**config.mk**
```make
export PLATFORM = sky130hd
export DESIGN_NAME = kint_gen
export DESIGN_NICKNAME = d
export VERILOG_FILES = /design/src/rtl/kint_pkg.sv /design/src/rtl/kint_timer.sv /design/src/rtl/kint_depth.sv /design/src/rtl/kint_latch.sv /design/src/rtl/kint_gen.sv
export SDC_FILE = /design/constraint.sdc
export NUM_CORES = 1
export LEC_CHECK = 0
export CAP_MARGIN = 20
export CORE_MARGIN = 4
export CORE_UTILIZATION = 44
export DETAILED_ROUTE_END_ITERATION = 12
export PLACE_DENSITY = 0.77
export SYNTH_ARGS = -nofsm -noshare
export SYNTH_HDL_FRONTEND = slang
export SYNTH_HIERARCHICAL = 1
export SYNTH_SLANG_ARGS = --single-unit
```
**constraint.sdc**
```tcl
create_clock -name clk -period 2.45 [get_ports clk]
set_input_delay 0.3675 -clock clk [delete_from_list [all_inputs] [get_ports clk]]
set_output_delay 0.3675 -clock clk [all_outputs]
set_load 0.02 [all_outputs]
```
**src/rtl/kint_pkg.sv**
```systemverilog
package kint_pkg;
  localparam int TIME_BITS  = 5;
  localparam int DEPTH_BITS = 3;
  localparam int CFG_W      = TIME_BITS + DEPTH_BITS;

  typedef enum logic {
    CLR_ON_EMPTY = 1'b0,
    CLR_ON_READ  = 1'b1
  } clr_mode_e;

  typedef struct packed {
    logic [DEPTH_BITS-1:0] dcode;
    logic [TIME_BITS-1:0]  tcode;
  } kint_cfg_t;
endpackage

```
**src/rtl/kint_timer.sv**
```systemverilog
module kint_timer
  import kint_pkg::*;
(
  input  logic                 clk,
  input  logic                 rst_n,
  input  logic [TIME_BITS-1:0] tcode,
  input  logic                 key_evt,
  input  logic                 deb_tick,
  output logic                 time_hit
);
  logic                 armed_q;
  logic [TIME_BITS-1:0] cnt_q;
  logic [TIME_BITS-1:0] cnt_nxt;
  logic                 enabled;

  assign enabled  = (tcode != '0);
  assign cnt_nxt  = cnt_q + 1'b1;
  assign time_hit = armed_q && deb_tick && !key_evt && (cnt_nxt == tcode);

  always_ff @(posedge clk or negedge rst_n) begin
    if (!rst_n) begin
      armed_q <= 1'b0;
      cnt_q   <= '0;
    end else if (key_evt) begin
      armed_q <= enabled;
      cnt_q   <= '0;
    end else if (!enabled) begin
      armed_q <= 1'b0;
      cnt_q   <= '0;
    end else if (armed_q && deb_tick) begin
      if (time_hit) begin
        armed_q <= 1'b0;
        cnt_q   <= '0;
      end else begin
        cnt_q   <= cnt_nxt;
      end
    end
  end


  restart_chk: assert property (@(posedge clk) disable iff (!rst_n)
    (key_evt && enabled) |=> (armed_q && cnt_q == '0));


  one_shot_chk: assert property (@(posedge clk) disable iff (!rst_n)
    time_hit |=> !armed_q);
endmodule

```
**src/rtl/kint_depth.sv**
```systemverilog
module kint_depth
  import kint_pkg::*;
#(
  parameter int FIFO_DEPTH = 16,
  localparam int CNT_W = $clog2(FIFO_DEPTH + 1)
) (
  input  logic [DEPTH_BITS-1:0] dcode,
  input  logic [CNT_W-1:0]      fifo_count,
  output logic                  depth_hit
);
  localparam int CMP_W = (CNT_W > DEPTH_BITS) ? CNT_W + 1 : DEPTH_BITS + 2;

  logic [CMP_W-1:0] thresh;
  logic [CMP_W-1:0] level;

  assign thresh    = CMP_W'({dcode, 1'b0});
  assign level     = CMP_W'(fifo_count);
  assign depth_hit = (dcode != '0) && (level >= thresh);
endmodule

```
**src/rtl/kint_latch.sv**
```systemverilog
module kint_latch
  import kint_pkg::*;
(
  input  logic      clk,
  input  logic      rst_n,
  input  logic      time_hit,
  input  logic      depth_hit,
  input  clr_mode_e mode,
  input  logic      fifo_rd,
  input  logic      fifo_empty,
  input  logic      gpo_mode,
  output logic      irq_q
);
  logic set_any;
  logic clr;

  assign set_any = time_hit | depth_hit;
  assign clr     = gpo_mode | ((mode == CLR_ON_READ) ? fifo_rd : fifo_empty);

  always_ff @(posedge clk or negedge rst_n) begin
    if (!rst_n)       irq_q <= 1'b0;
    else if (clr)     irq_q <= 1'b0;
    else if (set_any) irq_q <= 1'b1;
  end


  set_on_first_chk: assert property (@(posedge clk) disable iff (!rst_n)
    (set_any && !clr) |=> irq_q);


  read_clear_chk: assert property (@(posedge clk) disable iff (!rst_n)
    (mode == CLR_ON_READ && fifo_rd) |=> !irq_q);


  empty_hold_chk: assert property (@(posedge clk) disable iff (!rst_n)
    (irq_q && mode == CLR_ON_EMPTY && !fifo_empty && !gpo_mode) |=> irq_q);
endmodule

```
**src/rtl/kint_gen.sv**
```systemverilog
module kint_gen
  import kint_pkg::*;
#(
  parameter int FIFO_DEPTH = 16,
  localparam int CNT_W = $clog2(FIFO_DEPTH + 1)
) (
  input  logic             clk,
  input  logic             rst_n,
  input  logic [CFG_W-1:0] cfg_byte,
  input  logic             clr_on_read,
  input  logic             deb_tick,
  input  logic             key_evt,
  input  logic [CNT_W-1:0] fifo_count,
  input  logic             fifo_rd,
  input  logic             gpo_bit,
  output logic             irq_n
);
  kint_cfg_t cfg;
  logic      gpo_mode;
  logic      time_hit;
  logic      depth_hit;
  logic      irq_q;
  clr_mode_e mode;

  assign cfg      = kint_cfg_t'(cfg_byte);
  assign gpo_mode = (cfg_byte == '0);
  assign mode     = clr_on_read ? CLR_ON_READ : CLR_ON_EMPTY;

  kint_timer u_timer (
    .clk      (clk),
    .rst_n    (rst_n),
    .tcode    (cfg.tcode),
    .key_evt  (key_evt),
    .deb_tick (deb_tick),
    .time_hit (time_hit)
  );

  kint_depth #(.FIFO_DEPTH(FIFO_DEPTH)) u_depth (
    .dcode      (cfg.dcode),
    .fifo_count (fifo_count),
    .depth_hit  (depth_hit)
  );

  kint_latch u_latch (
    .clk        (clk),
    .rst_n      (rst_n),
    .time_hit   (time_hit),
    .depth_hit  (depth_hit),
    .mode       (mode),
    .fifo_rd    (fifo_rd),
    .fifo_empty (fifo_count == '0),
    .gpo_mode   (gpo_mode),
    .irq_q      (irq_q)
  );

  assign irq_n = gpo_mode ? gpo_bit : ~irq_q;


  gpo_idle_latch_chk: assert property (@(posedge clk) disable iff (!rst_n)
    gpo_mode |=> (!irq_q || !gpo_mode));
endmodule

```
# After elaboration in Yosys (flattened, before gate mapping)
# Cells that the tools add are included.
# Widths: inputs -> output; s select.
# classes
add_sub_neg	1
magnitude_cmp	1
n_eq_ne	3
n_mux	13
n_bitwise	3
n_reduce_logical	11
# ops
op	n
$mux 5	4
$mux 1	9
$logic_not 8->1	1
$add 5x1->5 const B	1
$eq 5x5->1	1
$ge 5x4->1	1
$logic_not 5->1	1
$reduce_bool 5->1	1
$logic_and 1x1->1	4
$ne 3x2->1 const B	1
$ne 3x3->1 const B	1
$reduce_bool 3->1	1
$or 1x1->1	2
$reduce_and 2->1	1
$reduce_bool 2->1	1
$logic_not 1->1	1
$not 1->1	1
# word_totals
register_bits	7
inputBits	20
out_inout_bits	1
wordCells	35

# Logic depth before layout (Yosys ltp)
# logic_depth
word_depth	7
ltp_mapped	7
mapped_depth_nobuf	7

# Hierarchy
# The synthesis kept the hierarchy.
# modules_own_cells
mod	n_inst	cells_each	area_each_um2	seq_area_each_um2
kint_timer	1	49	464.2	150.1
kint_depth	1	12	85.1	0.0
kint_latch	1	4	51.3	25.0
kint_gen	1	7	46.3	0.0

# Worst setup path after synthesis
# Ideal clock, no wire load.
# synth_path
path_kind	register -> register
startpoint	register u_timer.cnt_q[0]
endpoint	register u_latch.irq_q
setup_time_ns	0.111
arrival_time_ns	1.762
t_required_ns	2.339
slack_ns	0.577
path_stages_with_launch	7
n_path_buf	0
synth_period_minus_slack_ns	1.873
path_cell_list	dfrtp_1 ha_1 xnor3_1 nand4_2 nor3_1 nor3_1 a2111oi_2
# synth_between
elab_chain_len	5
# synth_rtl
element	line	text
start, declared	kint_timer.sv:12	logic [TIME_BITS-1:0] cnt_q;
start signal, assigned	kint_timer.sv:35	cnt_q <= cnt_nxt;
$add 5x1->5	kint_timer.sv:17	assign cnt_nxt = cnt_q + 1'b1;
$eq 5x5->1	kint_timer.sv:18	assign time_hit = armed_q && deb_tick && !key_evt && (cnt_nxt == tcode);
$logic_and 1x1->1	kint_timer.sv:18	
via time_hit	kint_gen.sv:20	logic time_hit;
$or 1x1->1	kint_latch.sv:17	assign set_any = time_hit | depth_hit;
$reduce_bool 2->1 (no line)	n/a	
end signal, assigned	kint_latch.sv:21	if (!rst_n) irq_q <= 1'b0;
end signal, assigned	kint_latch.sv:22	else if (clr) irq_q <= 1'b0;
end signal, assigned	kint_latch.sv:23	else if (set_any) irq_q <= 1'b1;
end, declared	kint_latch.sv:12	output logic irq_q
# The timed path passes the listed nets, and every way through them passes these cells.
# A chain may end at the register's enable or synchronous reset.

# Worst setup path in the final report
# layout_path
startpoint	input cfg_byte[6]
endpoint	output irq_n
# layout_between
elab_chain_len	2
# layout_rtl
element	line	text
start, declared	kint_gen.sv:9	input logic [CFG_W-1:0] cfg_byte,
$logic_not 8->1	kint_gen.sv:26	assign gpo_mode = (cfg_byte == '0);
via gpo_mode	kint_gen.sv:19	logic gpo_mode;
$mux 1	kint_gen.sv:56	assign irq_n = gpo_mode ? gpo_bit : ~irq_q;
end, declared	kint_gen.sv:16	output logic irq_n
# The timed path passes the listed nets, and every way through them passes these cells.

==> metrics.txt <==
worst-path cell chain=clkdlybuf4s50_1 > or4_1 > nor2_2 > mux2i_1 > clkbuf_2; Reg area=between 150 and 200 um2; syn avg cell area=8.98 um2; initial antenna violation count=0; Max FO, Critical Path=3; Final TNS setup=0 ns; global-route wire length before repair=about 3 mm; vias in the first global route=694; Post-Layout Cell Count=119; Post-Route WL=~1.6 mm; grt total ovfl=0; Worst slew margin=between 70 and 80%; Worst EP required=between 2 and 2.5 ns; Initial Util=a little under half; Area contributors post-synth=dfrtp_1, ha_1, xnor2_2, a21oi_1, or4_1; Die X=roughly 46 um; status=finished clean; Leak=0.000418 uW; IO Pins=21; R2R depth=6; Arr. time, crit path=1.89 ns; DRC Markers=0; post-route ant nets=0; # fillers=between 100 and 150; synthesized cell area=647 um2; height of the die=roughly 46 um; Post-Place Cells=between 100 and 150; element type at the critical path end=output pin; Final setup viols=0; setup ws final=between 0.15 and 0.2 ns; Hold Path Class=primary input to async pin; TritonCTS Buffers=3; setup slack, reg-to-reg=0.45 ns; share of the synthesized area in the top cell type=a little over a quarter; synth warn=6; Netlist cell types=32; Crit-path slowest cell=or4_1; list of most frequent post-synthesis cells=dfrtp_1, inv_1, a21oi_1, nand2_1; slowest stage delay, CP=~0.53 ns; ys async rst share=100%; Seq/Total Area, Yosys=27.1%; Die ar.=about 2100 um2; startpoint types=primary input; clk slew on worst S/H paths=around 0.060 ns; Post-synth EDFFs=0; Top FF cell, synth=dfrtp_1; num rows=13; number of port buffers=20; Final Core Density=70.2%; reg2reg end=u_latch/irq_q; fin nets=129; layout cells sized above 1=~18%; reg-to-reg startpoint=u_timer/cnt_q[0]; largest net degree at the start of global routing=11; peak supply drop=0.000388 V; PwrDens=356 nW/um2; synthesized net count=96; final hold viol count=0; area leader, netlist=dfrtp_1; Finished Cell Area=approximately 950 um2; area of the multi-input gates=around 450 um2; Core Box Area=between 1000 and 1500 um2; Final Max Tran Viols=0; Via density=approximately 5.7; global placement routability congestion=approximately 0.85; FF+latch count, synth=7; DRT Pass-1 Iters=4; number of max-cap violations=0; Num Clock Sinks=7; diodes inserted=0; via count=675; GRT Util Overall=a little under a fifth; worst slew pin tran=just over 0.4 ns; hpwl dp=approximately 1.3 mm; period utilization=92.0%; Iter 0 DRT Violations=12; skew final=0.00486 ns; minimum clock period=around 2.3 ns; H-tree depth=1; Cells after Synth=about 70; root buf cell=clkbuf_4; Max Buffers Root-to-Sink=2; Area Overhead vs Synth=46.4%; worst skew pair latency=roughly 0.25 ns; placed cell area=about 900 um2; Fmax=roughly 0.44 GHz; DR WL/cell=around 14 um; RSZ-0062 raised after global routing=false; CTS tree=yes; CP Class=primary input to output pin; Setup WS pre-CTS=-0.250 ns
worst max-delay path: cells and delay by family:
family | cells | cell delay (ns)
AND/OR/NAND/NOR | 2 | 0.69
buffers and inverters | 2 | 0.62
multiplexers | 1 | 0.20
final cells by class:
cell class              instances  share of cell area [%]
flip-flops and latches          7                    18.5
well taps                      15                    1.98
inverters                       7                    2.77
repair buffers                 28                    26.9
multi-input cells              58                    47.0
clock buffers                   4                    2.77
how the worst max path moves through the flow:
stage / startpoint / to / slack [ns] / depth (start not counted)
after global routing: cfg_byte[6] / irq_n / 0.10 / 5
final: cfg_byte[6] / irq_n / 0.20 / 5
after floorplan: u_timer/cnt_q[0] / u_latch/irq_q / 0.58 / 6
after global placement: cfg_byte[6] / irq_n / -0.22 / 5
after CTS: cfg_byte[6] / irq_n / 0.02 / 5
after detailed placement: cfg_byte[6] / irq_n / -0.25 / 5
per-layer routing:
metal / routed length, um / up-vias / track usage [%]
met1: 697 / 312 / 23.8
met3: 150 / 4 / 3.52
met4: 25 / 0 / 8.52
met2: 760 / 27 / 31.6
met5: 0 / - / 0
li1: - / 332 / -
cell families after synthesis:
| logic type | count (synthesis) | share of synthesized area, % |
|---|---|---|
| simple gates | 29 | 25.9 |
| mux | 1 | 1.55 |
| xor+xnor | 7 | 15.1 |
| buf+inv | 7 | 4.06 |
| flops | 7 | 27.1 |
| fa+ha+maj | 4 | 7.74 |
| compound gates | 17 | 18.6 |
per-stage QoR:
stage / hold slack, ns / total power [uW]
2_1_floorplan: 0.0719 / 175
3_3_place_gp: 0.538 / 233
3_5_place_dp: 0.547 / 235
4_1_cts: 0.397 / 341
5_1_grt: 0.405 / 361
6_report: 0.381 / 337
report_power, final:
| part | switching (uW) | internal, uW |
|---|---|---|
| clock | 44.1 | 62.3 |
| combinational | 44.8 | 59.3 |
| sequential | 5.16 | 121 |
cell usage in the layout, fill, tap and decap left out, drive strengths merged, types with 2 or more instances in the layout:
| cell type | instances |
|---|---|
| inv | 7 |
| o32ai | 3 |
| o31ai | 2 |
| dfrtp | 7 |
| xnor2 | 3 |
| nor2b | 2 |
| o21ai | 2 |
| nand2 | 6 |
| a21oi | 6 |
| clkdlybuf4s50 | 19 |
| nor2 | 4 |
| buf | 8 |
| or4 | 4 |
| xor2 | 3 |
| ha | 4 |
| and2 | 2 |
| nor3 | 4 |
| nand3 | 2 |
| clkbuf | 5 |
state kept, by name (all words and copies together), names as in the netlist:
register,cells
u_timer/cnt_q,5
u_latch/irq_q,1
u_timer/armed_q,1
timing repair:
item                                    4_1_cts  5_1_grt
endpoints found under the setup margin        1        1
setup buffers                                 0        0
resized for setup                             1        2
hold buffers                                  0        0
No activity file was read; power rests on OpenSTA's default activity.
